<file path="src/rtl/regcmd_pkg.sv">
`timescale 1ns/1ps
// Shared constants and types for the batched register-access command engine.
// Assumes entry widths never exceed 4 bytes.
package regcmd_pkg;

    localparam logic [7:0] CMD_REGACC = 8'hFF;

    localparam logic [3:0] SUB_WR  = 4'd0;
    localparam logic [3:0] SUB_RD  = 4'd1;
    localparam logic [3:0] SUB_RMW = 4'd2;

    localparam logic [7:0] ERR_NONE = 8'h00;
    localparam logic [7:0] ERR_SIZE = 8'h01;
    localparam logic [7:0] ERR_SUB  = 8'h02;

    typedef enum logic [1:0] {
        ST_IDLE,
        ST_ACCESS,
        ST_MERGE,
        ST_FINISH
    } eng_state_e;

    // Byte width of one entry for a given sub-command (0 when unknown).
    function automatic logic [2:0] entry_width(input logic [3:0] sub);
        case (sub)
            SUB_WR:  return 3'd3;
            SUB_RD:  return 3'd2;
            SUB_RMW: return 3'd4;
            default: return 3'd0;
        endcase
    endfunction

endpackage

</file>
<file path="src/rtl/regcmd_decode.sv">
`timescale 1ns/1ps
// Command decoder: turns sub-command and byte size into an entry count
// and an error code. Purely combinational; it assumes the size is at most 8 bits.
module regcmd_decode
    import regcmd_pkg::*;
#(
    parameter int MAX_ENT = 5,
    parameter int CNT_W   = 3
) (
    input  logic [3:0]       sub,
    input  logic [7:0]       size,
    output logic [CNT_W-1:0] count,
    output logic [7:0]       code
);

    localparam logic [7:0] MAX_ENT_B = 8'(MAX_ENT);

    logic [7:0] quo;
    logic [7:0] rem;

    // Divide the size by the entry width of the sub-command, then judge the result.
    always_comb begin
        quo  = 8'd0;
        rem  = 8'd0;
        code = ERR_NONE;
        case (sub)
            SUB_WR: begin
                quo = size / 8'd3;
                rem = size % 8'd3;
            end
            SUB_RD: begin
                quo = {1'b0, size[7:1]};
                rem = {7'd0, size[0]};
            end
            SUB_RMW: begin
                quo = {2'b00, size[7:2]};
                rem = {6'd0, size[1:0]};
            end
            default: code = ERR_SUB;
        endcase
        if (code == ERR_NONE && (rem != 8'd0 || quo > MAX_ENT_B)) begin
            code = ERR_SIZE;
        end
    end

    // Count is only meaningful when code is ERR_NONE.
    assign count = (quo > MAX_ENT_B) ? '0 : quo[CNT_W-1:0];

endmodule

</file>
<file path="src/rtl/regcmd_regfile.sv">
`timescale 1ns/1ps
// Register-space model: 2^AW bytes mapped at a window selected by BASE.
// Combinational read and synchronous write. Accesses outside the window read
// zero and write nothing. Assumes at most one access per cycle.
module regcmd_regfile #(
    parameter int          AW   = 5,
    parameter logic [15:0] BASE = 16'h5A00
) (
    input  logic        clk,
    input  logic        rst_n,
    input  logic        re,
    input  logic        we,
    input  logic [15:0] addr,
    input  logic [7:0]  wdata,
    output logic [7:0]  rdata
);

    localparam int DEPTH = 1 << AW;

    logic [7:0] mem [DEPTH];
    logic       hit;

    assign hit   = (addr[15:AW] == BASE[15:AW]);
    assign rdata = (re && hit) ? mem[addr[AW-1:0]] : 8'h00;

    // Clear the storage on reset and accept in-window writes.
    always_ff @(posedge clk) begin
        if (!rst_n) begin
            for (int j = 0; j < DEPTH; j++) begin
                mem[j] <= 8'h00;
            end
        end else if (we && hit) begin
            mem[addr[AW-1:0]] <= wdata;
        end
    end

    // a write outside the window leaves the aliased location untouched.
    a_r9_outside_write_dropped: assert property (@(posedge clk) disable iff (!rst_n)
        (we && !hit) |=> (mem[$past(addr[AW-1:0])] == $past(mem[addr[AW-1:0]])));

endmodule

</file>
<file path="src/rtl/regcmd_seq.sv">
`timescale 1ns/1ps
// Entry sequencer: latches the write buffer on acceptance, walks the entries
// in order, drives one register-bus access per cycle (two for read-modify-write),
// fills the read buffer and reports completion. Assumes the decoder result
// belongs to the same cycle as the accepted start.
module regcmd_seq
    import regcmd_pkg::*;
#(
    parameter int WBUF_BYTES = 20,
    parameter int RBUF_BYTES = 16,
    parameter int CNT_W      = 3
) (
    input  logic                    clk,
    input  logic                    rst_n,
    input  logic                    accept,
    input  logic [3:0]              sub,
    input  logic [CNT_W-1:0]        dec_count,
    input  logic [7:0]              dec_code,
    input  logic [WBUF_BYTES*8-1:0] wbuf,
    output logic                    bus_re,
    output logic                    bus_we,
    output logic [15:0]             bus_addr,
    output logic [7:0]              bus_wdata,
    input  logic [7:0]              bus_rdata,
    output logic                    busy,
    output logic                    done,
    output logic                    err_flag,
    output logic [7:0]              err_code,
    output logic [RBUF_BYTES*8-1:0] rbuf
);

    eng_state_e       state;
    logic [3:0]       sub_q;
    logic [CNT_W-1:0] cnt;
    logic [CNT_W-1:0] idx;
    logic [7:0]       hold;
    logic [7:0]       wb [WBUF_BYTES];
    logic [7:0]       rb [RBUF_BYTES];
    logic [2:0]       width_q;
    logic [7:0]       ent [4];
    logic             last;
    logic             is_read;
    logic             is_wr;
    logic             is_rmw;

    assign width_q = entry_width(sub_q);
    assign is_read = (sub_q == SUB_RD);
    assign is_wr   = (sub_q == SUB_WR);
    assign is_rmw  = (sub_q == SUB_RMW);
    assign last    = (idx == cnt - CNT_W'(1));

    // Pick the four bytes of the current entry out of the latched buffer.
    always_comb begin
        for (int k = 0; k < 4; k++) begin
            ent[k] = 8'h00;
            for (int j = 0; j < WBUF_BYTES; j++) begin
                if (j == int'(idx) * int'(width_q) + k) begin
                    ent[k] = wb[j];
                end
            end
        end
    end

    // Drive the register bus from the current entry and phase.
    always_comb begin
        bus_addr  = {ent[1], ent[0]};
        bus_re    = (state == ST_ACCESS) && !is_wr;
        bus_we    = ((state == ST_ACCESS) && is_wr) || (state == ST_MERGE);
        bus_wdata = (state == ST_MERGE) ? ((hold & ~ent[3]) | (ent[2] & ent[3]))
                                        : ent[2];
    end

    // Control: acceptance, entry stepping, phase changes and error reporting.
    always_ff @(posedge clk) begin
        if (!rst_n) begin
            state    <= ST_IDLE;
            sub_q    <= 4'd0;
            cnt      <= '0;
            idx      <= '0;
            err_flag <= 1'b0;
            err_code <= ERR_NONE;
        end else begin
            case (state)
                ST_IDLE: begin
                    if (accept) begin
                        sub_q    <= sub;
                        cnt      <= dec_count;
                        idx      <= '0;
                        err_flag <= (dec_code != ERR_NONE);
                        err_code <= dec_code;
                        state    <= (dec_code != ERR_NONE || dec_count == '0)
                                    ? ST_FINISH : ST_ACCESS;
                    end
                end
                ST_ACCESS: begin
                    if (is_rmw) begin
                        state <= ST_MERGE;
                    end else if (last) begin
                        state <= ST_FINISH;
                    end else begin
                        idx <= idx + CNT_W'(1);
                    end
                end
                ST_MERGE: begin
                    if (last) begin
                        state <= ST_FINISH;
                    end else begin
                        idx   <= idx + CNT_W'(1);
                        state <= ST_ACCESS;
                    end
                end
                default: state <= ST_IDLE;
            endcase
        end
    end

    // Data: latch the write buffer, clear and fill the read buffer, keep the old value for a merge.
    always_ff @(posedge clk) begin
        if (!rst_n) begin
            hold <= 8'h00;
            for (int j = 0; j < WBUF_BYTES; j++) wb[j] <= 8'h00;
            for (int j = 0; j < RBUF_BYTES; j++) rb[j] <= 8'h00;
        end else if (state == ST_IDLE && accept) begin
            for (int j = 0; j < WBUF_BYTES; j++) wb[j] <= wbuf[8*j +: 8];
            for (int j = 0; j < RBUF_BYTES; j++) rb[j] <= 8'h00;
        end else if (state == ST_ACCESS) begin
            if (is_read) begin
                for (int j = 0; j < RBUF_BYTES; j++) begin
                    if (j == 3 * int'(idx) + 2) rb[j] <= bus_rdata;
                end
            end
            if (is_rmw) hold <= bus_rdata;
        end
    end

    genvar g;
    generate
        for (g = 0; g < RBUF_BYTES; g++) begin : g_rbuf
            assign rbuf[8*g +: 8] = rb[g];
        end
    endgenerate

    assign busy = (state != ST_IDLE);
    assign done = (state == ST_FINISH);

    // completion is a single-cycle pulse.
    a_r8_done_one_cycle: assert property (@(posedge clk) disable iff (!rst_n)
        done |=> !done);

    // a rejected command issues no bus access afterwards.
    a_r4_reject_no_access: assert property (@(posedge clk) disable iff (!rst_n)
        (accept && !busy && dec_code != ERR_NONE) |=> !(bus_re || bus_we));

    // the merge write always follows a read of the same entry.
    a_r3_merge_after_read: assert property (@(posedge clk) disable iff (!rst_n)
        (state == ST_MERGE) |-> ($past(bus_re) && $stable(idx)));

    // at most one register-bus access per cycle.
    a_r1_single_access: assert property (@(posedge clk) disable iff (!rst_n)
        !(bus_re && bus_we));

    // the entry index never passes the decoded count while accessing.
    a_r7_index_in_range: assert property (@(posedge clk) disable iff (!rst_n)
        (bus_re || bus_we) |-> (idx < cnt));

endmodule

</file>
<file path="src/rtl/regcmd_engine.sv">
`timescale 1ns/1ps
// Top of the batched register-access command engine. It accepts a command of
// code 0xFF while idle, decodes the entry layout and count, runs the sequencer
// against the register-space model, and reports done, an error flag and an
// error code. Assumes start is sampled only on clock edges where busy is low.
module regcmd_engine
    import regcmd_pkg::*;
#(
    parameter int          WBUF_BYTES = 20,
    parameter int          RBUF_BYTES = 16,
    parameter int          MAX_ENT    = 5,
    parameter int          REG_AW     = 5,
    parameter logic [15:0] REG_BASE   = 16'h5A00
) (
    input  logic                    clk,
    input  logic                    rst_n,
    input  logic                    start,
    input  logic [7:0]              cmd_code,
    input  logic [3:0]              sub_cmd,
    input  logic [7:0]              size,
    input  logic [WBUF_BYTES*8-1:0] wbuf,
    output logic                    busy,
    output logic                    done,
    output logic                    err_flag,
    output logic [7:0]              err_code,
    output logic [RBUF_BYTES*8-1:0] rbuf
);

    localparam int CNT_W = $clog2(MAX_ENT + 1);

    logic             accept;
    logic [CNT_W-1:0] dec_count;
    logic [7:0]       dec_code;
    logic             bus_re;
    logic             bus_we;
    logic [15:0]      bus_addr;
    logic [7:0]       bus_wdata;
    logic [7:0]       bus_rdata;

    assign accept = start && !busy && (cmd_code == CMD_REGACC);

    regcmd_decode #(
        .MAX_ENT (MAX_ENT),
        .CNT_W   (CNT_W)
    ) u_decode (
        .sub   (sub_cmd),
        .size  (size),
        .count (dec_count),
        .code  (dec_code)
    );

    regcmd_seq #(
        .WBUF_BYTES (WBUF_BYTES),
        .RBUF_BYTES (RBUF_BYTES),
        .CNT_W      (CNT_W)
    ) u_seq (
        .clk       (clk),
        .rst_n     (rst_n),
        .accept    (accept),
        .sub       (sub_cmd),
        .dec_count (dec_count),
        .dec_code  (dec_code),
        .wbuf      (wbuf),
        .bus_re    (bus_re),
        .bus_we    (bus_we),
        .bus_addr  (bus_addr),
        .bus_wdata (bus_wdata),
        .bus_rdata (bus_rdata),
        .busy      (busy),
        .done      (done),
        .err_flag  (err_flag),
        .err_code  (err_code),
        .rbuf      (rbuf)
    );

    regcmd_regfile #(
        .AW   (REG_AW),
        .BASE (REG_BASE)
    ) u_regfile (
        .clk   (clk),
        .rst_n (rst_n),
        .re    (bus_re),
        .we    (bus_we),
        .addr  (bus_addr),
        .wdata (bus_wdata),
        .rdata (bus_rdata)
    );

    // a start carrying another command code leaves the engine idle.
    a_r6_other_code_ignored: assert property (@(posedge clk) disable iff (!rst_n)
        (start && !busy && cmd_code != CMD_REGACC) |=> !busy);

    // once busy, the engine stays busy until its done cycle.
    a_r8_busy_until_done: assert property (@(posedge clk) disable iff (!rst_n)
        (busy && !done) |=> busy);

endmodule

</file>
<file path="config.mk">
export PLATFORM = sky130hd
export DESIGN_NAME = regcmd_engine
export DESIGN_NICKNAME = d
export VERILOG_FILES = /design/src/rtl/regcmd_pkg.sv /design/src/rtl/regcmd_decode.sv /design/src/rtl/regcmd_regfile.sv /design/src/rtl/regcmd_seq.sv /design/src/rtl/regcmd_engine.sv
export SDC_FILE = /design/constraint.sdc
export NUM_CORES = 1
export LEC_CHECK = 0
export ABC_CLOCK_PERIOD_IN_PS = 6800
export BUFFER_PORTS_ARGS = -buffer_cell sky130_fd_sc_hd__buf_2
export CAP_MARGIN = 20
export CORE_MARGIN = 2
export CORE_UTILIZATION = 40
export DETAILED_ROUTE_END_ITERATION = 6
export PLACE_DENSITY = 0.64
export SYNTH_ARGS = -nofsm -noshare
export SYNTH_HDL_FRONTEND = slang
export SYNTH_HIERARCHICAL = 1
export SYNTH_SLANG_ARGS = --single-unit
</file>
<file path="constraint.sdc">
create_clock -name clk -period 6.8 [get_ports clk]
set_clock_uncertainty 0.05 [all_clocks]
set_input_delay 0.68 -clock clk [delete_from_list [all_inputs] [get_ports clk]]
set_output_delay 0.68 -clock clk [all_outputs]
set_load 0.005 [all_outputs]
</file>
Word-level counts from Yosys, hierarchy flattened

Memory sizes are Yosys's and may differ from the RTL's.
Index checks and enable logic that the tools add are counted.

Memory bits (writable): 544
Output and inout port bits: 139
Logic and storage cells: 471
Memories: 3
Input bits: 183
Register bits: 29

Memory list:

| name          | words | width | read ports | clocked after Yosys merged registers in | wr ports | line                 | RTL |
|---|---|---|---|---|---|---|---|
| u_regfile.mem | 32    | 8     | 1          | 0                                       | 32       | regcmd_regfile.sv:20 | `logic [7:0] mem [DEPTH];` |
| u_seq.wb      | 20    | 8     | 20         | 0                                       | 20       | regcmd_seq.sv:37     | `logic [7:0] wb [WBUF_BYTES];` |
| u_seq.rb      | 16    | 8     | 16         | 0                                       | 16       | regcmd_seq.sv:38     | `logic [7:0] rb [RBUF_BYTES];` |

Div/mod/pow operators: 2
Multipliers: 2
Reductions and logical operators: 33
Bitwise gates (word level): 57
Equality and inequality tests: 104
Add/subtract/negate cells: 6
Muxes and demuxes: 256
$lt $le $gt $ge: 1

Operator list:

| cell                                                                            | count |
|---|---|
| 5-bit by 32-bit == test with 1-bit output, first input constant                 | 40 |
| 8-bit two-way mux                                                               | 135 |
| 4-bit by 32-bit == test with 1-bit output, first input constant                 | 20 |
| 6-bit by 32-bit == test with 1-bit output, first input constant                 | 16 |
| 3-bit by 32-bit == test with 1-bit output, first input constant                 | 10 |
| 2-bit by 32-bit == test with 1-bit output, first input constant                 | 5 |
| 32-bit logical NOT                                                              | 5 |
| 1-bit two-way mux                                                               | 104 |
| 32-bit by 3-bit adder with 32-bit output, second input constant                 | 3 |
| 1-bit OR                                                                        | 52 |
| 8-bit one-hot mux with 3 select lines                                           | 2 |
| 32-bit by 2-bit adder with 32-bit output, second input constant                 | 1 |
| 3-bit one-hot mux with 3 select lines                                           | 2 |
| 8-bit AND                                                                       | 2 |
| 8-bit nonzero test                                                              | 2 |
| 2-bit two-way mux                                                               | 7 |
| 3-bit two-way mux                                                               | 4 |
| 11-bit by 10-bit == test with 1-bit output, second input constant               | 1 |
| 8-bit by 2-bit divider with 8-bit output, second input constant                 | 1 |
| 4-bit by 1-bit == test with 1-bit output, second input constant                 | 2 |
| 4-bit by 2-bit == test with 1-bit output, second input constant                 | 2 |
| 8-bit == test, second input constant                                            | 1 |
| 8-bit by 3-bit greater-than comparator with 1-bit output, second input constant | 1 |
| 1-bit logical AND                                                               | 8 |
| 28 further kinds                                                                | 35 |

Depth between registers and ports, before layout

Gate-level depths: netlist of run 1.

Word-level depth: 32
Depth in mapped cells: 28

Hierarchy

Netlist of run 1, hierarchy kept.

By module, submodules not included:

| module         | instances | sequential area each (µm²) | area each (µm²) | cells each |
|---|---|---|---|---|
| regcmd_seq     | 1         | 9148.8                     | 18796.8         | 1874 |
| regcmd_regfile | 1         | 7687.4                     | 12047.8         | 896 |
| regcmd_decode  | 1         | 0.0                        | 1023.5          | 158 |
| regcmd_engine  | 1         | 0.0                        | 28.8            | 4 |

Least setup slack after synthesis of run 1

Ideal clock, no wire load.

Path type: reg2reg
Start: register u_seq.state[0]
End: memory u_seq.rb[8][0] (netlist: u_seq/rb[1][0]), enable pin
Stages on the path, launching flop included: 12
Buffers on the path: 2
Path slack: -181 ps
Arrival: 6601 ps
Clock period less this slack: 6981 ps
Path through: dfxtp_1 -> inv_1 -> ha_1 -> inv_1 -> nand4b_1 -> nor3_2 -> nand2_1 -> and2_1 -> clkbuf_1 -> clkinv_1 -> clkbuf_1 -> a21o_1

RTL lines:

| element                | line             | RTL |
|---|---|---|
| from (decl)            | regcmd_seq.sv:32 | `eng_state_e state;` |
| from (signal assigned) | regcmd_seq.sv:91 | `state <= (dec_code != ERR_NONE \|\| dec_count == '0)` |
| to (decl)              | regcmd_seq.sv:38 |  |

==> flow_summary.yaml, run 1 <==
run:
  max_capacitance_violation_count: 0
route:
  vias_per_cell: 6.178
  post-route-drc-count: 0
  drtAntennaViolNets: 0
  vias: 27450
  detail_route.iter0.violations: 3772
  drt-total-wl_mm: 131.2
  avgRoutedWirePerCell_um: 29.52
  met3_wl_mm: 12.94
  routed.top_layer: "met5"
  route.layer.met1.wl_mm: 53.90
  drt_pre_antenna_iters: 7
  dr_wl_met2_mm: 57.23
power_and_ir_drop:
  power_density_nw_per_um2: 273.1
  max-vdd-ir-drop_v: 0.0002278
  power_switching_mw: 3.460
  power.static_leakage_nw: 14.94
  comb_power_share: 0.269
  final_power_mw: 10.48
  cellInternalPower_mw: 7.017
  clk_pwr_share: 0.341
  switching_share: 0.3302
  sequentialPowerShare: 0.390
grt:
  global_route.usage.total: 0.3113
  grt_start_max_net_pins: 132
  antenna_found_initial: 6
  overflow: 0
  vias_in_the_first_global_route: 26300
  first_pass_grt_wire_length_mm: 186.6
place:
  post-dp-hpwl_mm: 96.86
  detailedPlace.worstSlack_ns: -0.1126
  routabilityCongestion: 1.081
  placedInstanceArea_um2: 35890
  io_buffers: 321
clock_tree:
  count_of_h_tree_levels_built_during_cts: 2
  tritoncts.num_buffers: 61
  cts.reportedPaths.clkPinSlew_ns: 0.07
  max-clock-path-buffers: 3
  tritoncts: "done"
  clk_root_buf: "clkbuf_16"
  clock_sinks: 573
  clock_latency_ns: 0.67
logic_synthesis:
  synth-seq-area-share: 0.5278
  synth-xor-area-share: 0.005178
  synth-adder-area-share: 0.01067
  main_combinational_cell_family_by_area_after_synthesis: "simple AND/OR/NAND/NOR gates"
  yosysWarningCount: 6
  synth_seq_cells: 573
  syn_area_um2: 31900
  synth_enable_flop_cells: 536
  synth.distinct_cells: 107
  post_synthesis_cell_count: 2932
  synthesis.area_per_instance_um2: 10.88
  share_of_synthesized_flip_flops_with_an_asynchronous_set_or_reset: 0
  synth_compound_gate_area_share: 0.1438
  yosys_most_used_dff: "edfxtp_1"
  yosys-mux-area-fraction: 0.05958
  synth_simple_gate_area_share: 0.2183
floorplanning:
  fp.dieW_um: 286.4
  core_box_area_um2: 79000
  dieArea_um2: 82020
  ioPinCount: 322
  row_count: 103
  floorplan.initialDensity: 0.4038
  fp.dieH_um: 286.4
timing:
  worst_pin_slew_ns: 1.033
  hold_ws_ns: 0.2345
  setup_viol_count_final: 0
  maxSlewViolCount: 0
  finalWorstSetupSlack_ns: 0.2233
  slew_headroom: 0.3110
  fin_crit_sh: 0.9672
  timing.fmax_mhz: 152.1
  timing_hold_violations_final: 0
  period_minus_slack_ns: 6.577
setup_path:
  crit_required_ns: 7.23
  setup.worst_path.end_class: "flip-flop"
  cpPeakStageDelay_ns: 0.73
  worstSetupStartpointType: "flip-flop"
  critical_path.cell_chain: "nor4b_2 > buf_4 > nand2_1 > fa_1 > inv_1 > ha_2 > fa_2 > or2_2 > nor3_2 > buf_4 > a21oi_1 > a21oi_1 > a2111oi_2 > o31ai_1 > a31o_4 > or4bb_1 > o22ai_1 > nor4_1 > a21oi_1 > buf_4 > nand2_1 > nor2_1"
  path_max_fanout: 20
  cp.arrival_ns: 7.01
  slowest_stage: "or4bb_1"
  reg2regPathDepth: 22
  setup_cp_type: "reg2reg"
finish:
  post-route-util: 0.4857
  postLayoutCellArea_um2: 38370
  layout.nets: 3550
  final_layout_size_suffix_gt1_frac: 0.2361
  highest_count_cells_in_the_layout_ignoring_fill_and_taps: "edfxtp_1, and2_1, buf_2, buf_4, nand2_1"
  final_common_cell: "edfxtp_1"
  areaGrowthSynthToFinish_pct: 20.29
min_path:
  hold_path_class: "in2reg"
  whs_path_depth: 2
outcome:
  run_status: "completed"
==> synth_stat cells (75+ instances only) <==
cell type,n,area (µm²)
and2_1,430,2690
nand2_1,213,799.5
nand3_1,75,375.4
nor2_1,169,634.4
mux2i_1,164,1642
clkbuf_1,150,563.0
and3_1,104,650.6
a21oi_1,80,400.4
o22ai_1,105,656.9
o21ai_0,106,530.5
edfxtp_1,536,16100
==> power by group through the flow <==
stage	clock network [mW]	registers, mW	logic (mW)
6_report	3.57	4.09	2.81
5_1_grt	3.76	4.09	2.91
4_1_cts	3.62	4.08	2.68
3_5_place_dp	0	4.15	2.67
3_3_place_gp	0	4.16	2.67
2_1_floorplan	0	4.10	1.45
==> worst paths after layout <==
path | endpoint | from | slack (ns)
max | u_seq/rb[1][41] | u_seq/sub_q[2] | 0.22
min | u_seq/wb[0][11] | wbuf[11] | 0.23
max reg2reg | u_seq/rb[1][41] | u_seq/sub_q[2] | 0.22
min reg2reg | u_seq/cnt[1] | u_seq/cnt[1] | 0.42
==> routing by layer <==
metal	track usage	vias to the layer above
li1	-	11890
met1	0.4284	13380
met4	0.1398	10
met2	0.4732	1762
met3	0.06534	415
met5	0	-
==> registers in the layout, indices dropped and copies added, names as in the netlist <==
signal and flops:
u_seq/state 2, u_seq/rb 128, u_seq/err_flag 1, u_seq/idx 3, u_seq/err_code 8, u_seq/hold 8
u_seq/wb 160, u_seq/cnt 3, u_seq/sub_q 4, u_regfile/mem 256
==> worst max-delay path: cells and delay by family, from the launching register on <==
family	cells	cell delay, ns
adders and majority gates	3	1.17
AOI/OAI and AO/OA	7	1.81
buffers and inverters	4	0.79
DFF	1	0.37
and+or+nand+nor	8	2.13
==> final cells by class <==
class                           instances  area, µm²
Timing Repair Buffer                  558       3600
Clock buffer                           73       1572
Inverter                               40      155.1
Sequential cell                       573      16840
Fill cell                            7216      40630
Clock inverter                         41      594.3
Antenna cell                            1      2.502
Multi-Input combinational cell       2107      14300
Tap cell                             1050       1314
==> logic make-up after synthesis <==
kind of cell	Yosys count
buffers and inverters	257
adders and majority gates	26
AOI/OAI and AO/OA	645
and+or+nand+nor	1231
muxes	181
xor gates and xnor gates	18
DFF	573
other	1
==> what timing repair did <==
action	4_1_cts	5_1_grt
hold buffers	0	0
gates cloned	0	1
resized for setup	5	48
endpoints found under the setup margin	73	648
pin swaps	0	2
setup buffers	0	3
==> per-stage QoR <==
stage,setup TNS (ns),instances
after floorplan,0,2937
after global placement,-1.202,4322
after detailed placement,-2.170,4323
after CTS,0,4437
after global routing,-0.03603,4442
final,0,4443
Note: power is estimated with default switching activity, not from simulation.
==> inputs of run 2 (changes only) <==
--- a/config.mk
+++ b/config.mk
@@ -5,13 +5,13 @@
 export SDC_FILE = /design/constraint.sdc
 export NUM_CORES = 1
 export LEC_CHECK = 0
-export ABC_CLOCK_PERIOD_IN_PS = 6800
+export ABC_CLOCK_PERIOD_IN_PS = 8100
 export BUFFER_PORTS_ARGS = -buffer_cell sky130_fd_sc_hd__buf_2
 export CAP_MARGIN = 20
 export CORE_MARGIN = 2
 export CORE_UTILIZATION = 40
 export DETAILED_ROUTE_END_ITERATION = 6
-export PLACE_DENSITY = 0.64
+export PLACE_DENSITY = 0.62
 export SYNTH_ARGS = -nofsm -noshare
 export SYNTH_HDL_FRONTEND = slang
 export SYNTH_HIERARCHICAL = 1
==> constraint.sdc (replaced) <==
create_clock -name clk -period 8.1 [get_ports clk]
set_clock_uncertainty 0.05 [all_clocks]
set_input_delay 0.81 -clock clk [delete_from_list [all_inputs] [get_ports clk]]
set_output_delay 0.81 -clock clk [all_outputs]
set_load 0.005 [all_outputs]
==> flow_summary.yaml, run 2 (synthesized netlist as in run 1, its figures left out) <==
timing:
  timing_hold_violations_final: 0
  rsz0062_at_grt: "false"
  timing.fmax_mhz: 134.0
  worst_pin_slew_ns: 1.476
  finalSetupTns_ns: 0
  fin_crit_sh: 0.9214
  period_minus_slack_ns: 7.464
  slew_headroom: 0.01595
  setup_viol_count_final: 0
  finalWorstSetupSlack_ns: 0.6365
  maxSlewViolCount: 0
route:
  drtAntennaViolNets: 0
  drt-total-wl_mm: 132.8
  drt_pre_antenna_iters: 7
  vias: 26650
  post-route-drc-count: 1
  detail_route.iter0.violations: 3072
  avgRoutedWirePerCell_um: 30.44
  vias_per_cell: 6.110
place:
  dp_cells: 4250
  routabilityCongestion: 1.062
  detailedPlace.worstSlack_ns: 0.3825
  io_buffers: 321
  post-dp-hpwl_mm: 99.53
min_path:
  beginning_of_the_worst_hold_path: "wbuf[2]"
  hold_path_class: "in2reg"
run:
  max_capacitance_violation_count: 0
floorplanning:
  ioPinCount: 322
  core_box_area_um2: 79000
  dieArea_um2: 82020
  floorplan.initialDensity: 0.4038
  fp.dieH_um: 286.4
  fp.dieW_um: 286.4
  row_count: 103
finish:
  finish.cell_count_without_fillers: 4362
  top_register: "u_regfile/mem"
  areaGrowthSynthToFinish_pct: 16.67
  final_common_cell: "edfxtp_1"
  layout.nets: 3472
  biggestRegsByFlops: "u_regfile/mem: 256 flops, u_seq/wb: 160 flops, u_seq/rb: 128 flops"
  highest_count_cells_in_the_layout_ignoring_fill_and_taps: "edfxtp_1, and2_1, buf_2, nand2_1, nor2_1"
  max_reg_flops: 256
  final_layout_size_suffix_gt1_frac: 0.2033
clock_tree:
  post-cts-setup-buffers: 0
  clock_sinks: 573
  tritoncts.num_buffers: 60
  cts_hold_repair.buffers: 0
  clock_latency_ns: 0.65
  clk_root_buf: "clkbuf_16"
  count_of_h_tree_levels_built_during_cts: 2
  post_cts_resize_count: 0
  tritoncts: "done"
  cts.reportedPaths.clkPinSlew_ns: 0.06
  max-clock-path-buffers: 3
setup_path:
  setup.worst_path.end_class: "flip-flop"
  cp.arrival_ns: 7.79
  worst_setup_path_startpoint: "u_seq/sub_q[3]"
  setup_cp_type: "reg2reg"
  r2r_slack_ns: 0.64
  regToRegStartpoint: "u_seq/sub_q[3]"
  path_max_fanout: 22
  worstSetupStartpointType: "flip-flop"
  crit_required_ns: 8.42
grt:
  first_pass_grt_wire_length_mm: 187.4
  antenna_found_initial: 3
  grt_start_max_net_pins: 144
  global_route.usage.total: 0.3169
  vias_in_the_first_global_route: 25500
  overflow: 0
power_and_ir_drop:
  final_power_mw: 8.386
  power.static_leakage_nw: 14.39
  power_density_nw_per_um2: 225.3
  max-vdd-ir-drop_v: 0.0001753
outcome:
  run_status: "complete, but fails checks"
  failing_checks: "design-rule violations"
## run 2: changes by cell type in the layout (fill, tap and decap cells not counted), sizes merged
cell,delta
clkinv,+4
inv,+1
buf,-76
clkdlybuf4s15,-1
clkinvlp,-3
clkbuf,-1
bufinv,-5
## run 2: final timing paths
kind	to	cells after the start
max	u_seq/rb[1][38]	26
min	u_seq/wb[0][2]	2
max reg2reg	u_seq/rb[1][38]	26
min reg2reg	u_seq/err_code[6]	2
## run 2: layer usage
layer / wire, µm / global-route usage / vias up
met1: 52770 / 0.4084 / 12970
met3: 9935 / 0.04785 / 392
met2: 61000 / 0.5124 / 1553
met4: 9049 / 0.1766 / 4
met5: 27 / 0 / -
li1: - / - / 11740
## run 2: area by class of cell
type	instances	area [µm²]
Inverter	40	155.1
Timing Repair Buffer	481	2903
Clock buffer	72	1556
Clock inverter	38	400.4
Sequential cell	573	16840
Fill cell	7304	41790
Antenna cell	1	2.502
Multi-Input combinational cell	2107	14050
Tap cell	1050	1314
## run 2: worst max-delay path: stages (launching register included)
cell,delay [ns]
dfxtp_1,0.37
nor4b_2,0.43
nand2_1,0.15
fa_1,0.55
inv_1,0.04
ha_1,0.25
fa_1,0.46
xnor2_1,0.16
buf_4,0.20
o21ai_2,0.27
buf_4,0.41
nor2_1,0.08
buf_4,0.19
nand2_1,0.22
o221ai_1,0.21
a21oi_1,0.26
o22ai_1,0.27
a31oi_1,0.28
a21o_4,0.29
buf_12,0.23
mux2i_1,0.36
o22ai_1,0.13
nor4_1,0.58
a21oi_2,0.27
buf_4,0.24
nand2_1,0.12
nor2_1,0.06
## run 2: metrics by stage
step           area (µm²)  hold WS, ns  utilization
2_1_floorplan       31920       0.3900            -
3_3_place_gp        35200       0.4028       0.4456
3_5_place_dp        35220       0.4092       0.4458
4_1_cts             37170       0.3470       0.4706
5_1_grt             37210       0.3577       0.4710
6_report            37210       0.3854       0.4711
## run 2: power by group
part | switching (mW) | total (mW) | internal, mW
clock network | 1.16 | 2.75 | 1.59
logic | 1.53 | 2.20 | 0.668
registers | 0.104 | 3.43 | 3.33
total | 2.80 | 8.39 | 5.59
